`config.mk`:
```
export PLATFORM = sky130hd
export DESIGN_NAME = poll_status_gen
export DESIGN_NICKNAME = d
export VERILOG_FILES = /design/src/rtl/poll_status_pkg.sv /design/src/rtl/ps_edge_det.sv /design/src/rtl/ps_toggle.sv /design/src/rtl/ps_out_mux.sv /design/src/rtl/poll_status_gen.sv
export SDC_FILE = /design/constraint.sdc
export NUM_CORES = 1
export LEC_CHECK = 0
export CORE_AREA = 2 2 39 41
export DETAILED_ROUTE_END_ITERATION = 12
export DIE_AREA = 0 0 41 43
export SYNTH_ARGS = -nofsm -noshare
export SYNTH_HDL_FRONTEND = slang
export SYNTH_SLANG_ARGS = --single-unit
```
`constraint.sdc`:
```
create_clock -name clk -period 0.85 [get_ports clk]
set_clock_uncertainty 0.1 [all_clocks]
set_input_delay 0.085 -clock clk [delete_from_list [all_inputs] [get_ports clk]]
set_output_delay 0.085 -clock clk [all_outputs]
set_load 0.05 [all_outputs]
```
`src/rtl/poll_status_pkg.sv`:
```
package poll_status_pkg;

  // Operating mode of the status read path
  typedef enum logic [1:0] {
    ST_IDLE  = 2'd0,
    ST_PROG  = 2'd1,
    ST_ERASE = 2'd2
  } stat_mode_e;

  function automatic stat_mode_e decode_mode(input logic busy, input logic erase);
    if (!busy)      return ST_IDLE;
    else if (erase) return ST_ERASE;
    else            return ST_PROG;
  endfunction

endpackage

```
`src/rtl/ps_edge_det.sv`:
```
module ps_edge_det #(
  parameter bit FALLING = 1'b1
) (
  input  logic clk,
  input  logic rst_n,
  input  logic sig_i,
  output logic pulse_o
);
  logic sig_q;

  always_ff @(posedge clk or negedge rst_n) begin
    if (!rst_n) sig_q <= 1'b0;
    else        sig_q <= sig_i;
  end

  generate
    if (FALLING) begin : g_fall
      assign pulse_o = sig_q & ~sig_i;
    end else begin : g_rise
      assign pulse_o = ~sig_q & sig_i;
    end
  endgenerate


  rst_clear_chk: assert property (@(posedge clk) disable iff (!rst_n)
    $rose(rst_n) |-> !sig_q);

endmodule

```
`src/rtl/ps_toggle.sv`:
```
module ps_toggle (
  input  logic clk,
  input  logic rst_n,
  input  logic busy_i,
  input  logic adv_i,
  output logic tgl_o
);
  logic tgl_q;

  always_ff @(posedge clk or negedge rst_n) begin
    if (!rst_n)       tgl_q <= 1'b0;
    else if (!busy_i) tgl_q <= 1'b0;
    else if (adv_i)   tgl_q <= ~tgl_q;
  end

  assign tgl_o = tgl_q;


  tgl_flip_chk: assert property (@(posedge clk) disable iff (!rst_n)
    ($past(busy_i) && $past(adv_i)) |-> (tgl_q != $past(tgl_q)));


  tgl_hold_chk: assert property (@(posedge clk) disable iff (!rst_n)
    ($past(busy_i) && !$past(adv_i)) |-> $stable(tgl_q));


  tgl_idle_zero_chk: assert property (@(posedge clk) disable iff (!rst_n)
    !$past(busy_i) |-> (tgl_q == 1'b0));

endmodule

```
`src/rtl/ps_out_mux.sv`:
```
module ps_out_mux
  import poll_status_pkg::*;
#(
  parameter int unsigned DATA_W   = 8,
  parameter int unsigned POLL_BIT = 7,
  parameter int unsigned TGL_BIT  = 6
) (
  input  stat_mode_e        mode_i,
  input  logic              tgl_i,
  input  logic [DATA_W-1:0] load_i,
  input  logic [DATA_W-1:0] array_i,
  output logic [DATA_W-1:0] data_o
);
  always_comb begin
    data_o = '0;
    unique case (mode_i)
      ST_PROG: begin
        data_o[POLL_BIT] = ~load_i[POLL_BIT];
        data_o[TGL_BIT]  = tgl_i;
      end
      ST_ERASE: begin
        data_o[POLL_BIT] = 1'b0;
        data_o[TGL_BIT]  = tgl_i;
      end
      default: data_o = array_i;
    endcase
  end
endmodule

```
`src/rtl/poll_status_gen.sv`:
```
module poll_status_gen
  import poll_status_pkg::*;
#(
  parameter int unsigned DATA_W = 8
) (
  input  logic              clk,
  input  logic              rst_n,
  input  logic              busy_i,
  input  logic              erase_op_i,
  input  logic [DATA_W-1:0] load_byte_i,
  input  logic              rd_strobe_i,
  input  logic [DATA_W-1:0] array_byte_i,
  output logic [DATA_W-1:0] rd_byte_o
);
  localparam int unsigned POLL_BIT = DATA_W - 1;
  localparam int unsigned TGL_BIT  = DATA_W - 2;
  localparam logic [DATA_W-1:0] LOW_MASK = {2'b00, {(DATA_W-2){1'b1}}};

  logic       rd_release;
  logic       tgl;
  stat_mode_e mode;

  assign mode = decode_mode(busy_i, erase_op_i);

  ps_edge_det #(.FALLING(1'b1)) u_rd_edge (
    .clk    (clk),
    .rst_n  (rst_n),
    .sig_i  (rd_strobe_i),
    .pulse_o(rd_release)
  );

  ps_toggle u_tgl (
    .clk   (clk),
    .rst_n (rst_n),
    .busy_i(busy_i),
    .adv_i (rd_release),
    .tgl_o (tgl)
  );

  ps_out_mux #(
    .DATA_W  (DATA_W),
    .POLL_BIT(POLL_BIT),
    .TGL_BIT (TGL_BIT)
  ) u_mux (
    .mode_i (mode),
    .tgl_i  (tgl),
    .load_i (load_byte_i),
    .array_i(array_byte_i),
    .data_o (rd_byte_o)
  );


  prog_poll_chk: assert property (@(posedge clk) disable iff (!rst_n)
    (busy_i && !erase_op_i) |-> (rd_byte_o[POLL_BIT] != load_byte_i[POLL_BIT]));


  erase_poll_chk: assert property (@(posedge clk) disable iff (!rst_n)
    (busy_i && erase_op_i) |-> !rd_byte_o[POLL_BIT]);


  low_bits_zero_chk: assert property (@(posedge clk) disable iff (!rst_n)
    busy_i |-> ((rd_byte_o & LOW_MASK) == '0));


  idle_pass_chk: assert property (@(posedge clk) disable iff (!rst_n)
    !busy_i |-> (rd_byte_o == array_byte_i));

endmodule

```
==> flow_metrics.tcl <==
set metrics [dict create \
    critPathCaptureType "primary output" \
    die_area_mm2 0.001763 \
    synth_seq_cells 2 \
    finalMaxSlewViolations 0 \
    grt_pass1_wl_um 841 \
    final-hold-violation-count 0 \
    worst_ep_arrival_time_ns 0.90 \
    syn_area_per_cell_um2 8.979 \
    seqCellArea_um2 50.05 \
    die-height_um 43 \
    syn2layout_area_growth_pct 277.9 \
    cts_max_level 1 \
    finalNetCount 69 \
    vias_per_cell 3.629 \
    tritoncts_clock_tree "done" \
    clock-root-buffer "sky130_fd_sc_hd__clkbuf_4" \
    multi_input_area_um2 152.6 \
    floorplan_core_area_mm2 0.001384 \
    standard_cell_rows 14 \
    initial_core_util_pct 11.03 \
    netlist_area_um2 152.6 \
    cts.sink_count 2 \
    worstSetupPathType "reg2out" \
    drt_drc_violations_left 0 \
    detail_route.wl_per_cell_um 9.532 \
    layout_min_cycle_time_ns 1.083 \
    final_layout_size_suffix_gt1_share_pct 65.22 \
    global_route.overflow_total 0 \
    run_status "complete, but fails checks" \
    placed_cells_incl_taps 55 \
    totalWireLength_um 591 \
    failed_checks "setup timing" \
    max_freq_mhz 923.5 \
    power.density_mw_per_mm2 1099 \
    vias 225 \
    regToRegSetupSlack_ns -0.08 \
    gpl.final_weighted_congestion 0.4898 \
    final_antenna_violating_net_count 0 \
    timing.critical_path.from_type "register" \
    clkTransAtPathRegs_ns 0.03 \
    cts_buffer_depth 2 \
    grt_start_max_net_pins 7 \
    finalSetupViolCount 3 \
    total_leakage_power_uw 0.0002959 \
    numCtsBuffers 3 \
    unrepaired_setup_endpoints_after_global_routing "true" \
    detail_route.first_pass.iterations 1 \
    vdd.ir_drop.worst_v 0.0007733 \
    grt.total_usage_pct 7.731 \
    synth_fp_nets 38 \
    post_layout_nonfiller_instances 62 \
    finalSetupTns_ns -0.4995 \
    antenna-diode-count 0 \
    period_share_pct 127.4 \
    yosysWarnings 0 \
    grt_antenna_before_repair 0 \
    fillerInstances 130 \
    yosysSeqAreaShare_pct 32.79 \
    postLayoutSetupSlackWorst_ns -0.2329 \
    placement.io_buffers 21 \
    chipWidth_um 41 \
    io-pin-count 29 \
    critical_path.max_fanout 2 \
    post-place-ws_ns -0.4735 \
    detail_route.iter0.violations 0 \
    max-slew-margin-rel_pct 88.98 \
    postSynthCellCount 17 \
    later_pin_clock_latency_in_the_skew_report_ns 0.22 \
    worstMarginPinSlew_ns 0.1650 \
    cp.required_ns 0.66 \
    first_global_vias 216 \
    max_cap_viol_count 0 \
    hp-class "in2reg" \
    synth.distinct_cells 10 \
]
-- power by group --
part / internal, µW / switching [µW]
Combinational: 176 / 144
Clock: 156 / 53.5
Sequential: 102 / 3.49
-- final timing paths --
path                                  from              end  depth (start not counted)
hold / removal                 rd_strobe_i      u_tgl.tgl_o                          3
setup / recovery               u_tgl.tgl_o     rd_byte_o[6]                          3
setup reg to reg               u_tgl.tgl_o      u_tgl.tgl_o                          3
max in group asynchronous            rst_n      u_tgl.tgl_o                          2
hold reg to reg            u_rd_edge.sig_q      u_tgl.tgl_o                          2
min in group asynchronous            rst_n  u_rd_edge.sig_q                          2
-- kinds of logic (layout without fill, tap and decap cells) --
group,count (synthesis),in the layout,synth area share (%)
flip-flops,2,2,32.79
multiplexers,1,1,9.833
buffers and inverters,2,31,9.833
AO/OA/AOI/OAI,2,2,6.551
AND/OR/NAND/NOR,10,10,40.98
-- timing repair --
action,CTS,global route
hold buffers,1,1
resized for setup,31,10
pin swaps,3,2
buffers inserted,1,1
setup endpoints to repair,9,6
endpoints found under the hold margin,2,1
-- cells in the final DEF, fill, tap and decap left out, drive strengths merged --
| cell type | synthesis | layout |
|---|---|---|
| nor2 | 1 | 1 |
| dlygate4sd2 | 0 | 4 |
| dlygate4sd3 | 0 | 2 |
| nor2b | 7 | 7 |
| nand2 | 1 | 1 |
| clkdlybuf4s50 | 0 | 2 |
| o21ai | 2 | 2 |
| dfrtp | 2 | 2 |
| nand4bb | 1 | 1 |
| buf | 1 | 16 |
| inv | 1 | 1 |
| dlymetal6s2s | 0 | 3 |
| mux2 | 1 | 1 |
| clkbuf | 0 | 3 |
-- per-layer routing --
metal	vias up	part of all wire, %	track usage (%)
li1	114	-	-
met3	0	13	4.712
met1	98	29	7.717
met5	-	0	0
met2	13	57	10.00
met4	0	0	8.000
-- per-stage QoR --
stage | hold WS, ns | utilization (%) | instance area [µm²] | total power [µW]
floorplan | -0.3106 | - | 156.4 | 226.9
global placement | 0.1564 | 33.09 | 457.9 | 380.8
detailed placement | 0.1571 | 33.09 | 457.9 | 384.1
CTS | 0.2510 | 37.52 | 519.2 | 623.9
global route | 0.1740 | 41.68 | 576.8 | 662.6
finish | 0.1355 | 41.68 | 576.8 | 634.2
-- flip-flops by register name, indices dropped and copies added (netlist names) --
name and count:
u_rd_edge.sig_q 1, u_tgl.tgl_o 1
-- cells in the mapped netlist, drive strengths merged --
cell / n / share of area (%)
nand2: 1 / 2.5
inv: 1 / 2.5
o21ai: 2 / 6.6
dfrtp: 2 / 33
buf: 1 / 7.4
mux2: 1 / 9.8
nor2: 1 / 2.5
nand4bb: 1 / 7.4
nor2b: 7 / 29
-- layout make-up --
type,count,area share (%)
timing repair buffer,27,56.83
multi-input combinational,13,26.46
sequential,2,8.677
clock buffer,3,3.905
tap,16,3.471
inverter,1,0.6508
-- worst max-delay path: stages (launching register included) --
cell and delay (ns):
sky130_fd_sc_hd__dfrtp_1 0.37, sky130_fd_sc_hd__nand2_2 0.09, sky130_fd_sc_hd__o21ai_4 0.07, sky130_fd_sc_hd__buf_12 0.14
No activity file was read; power rests on OpenSTA's default activity.
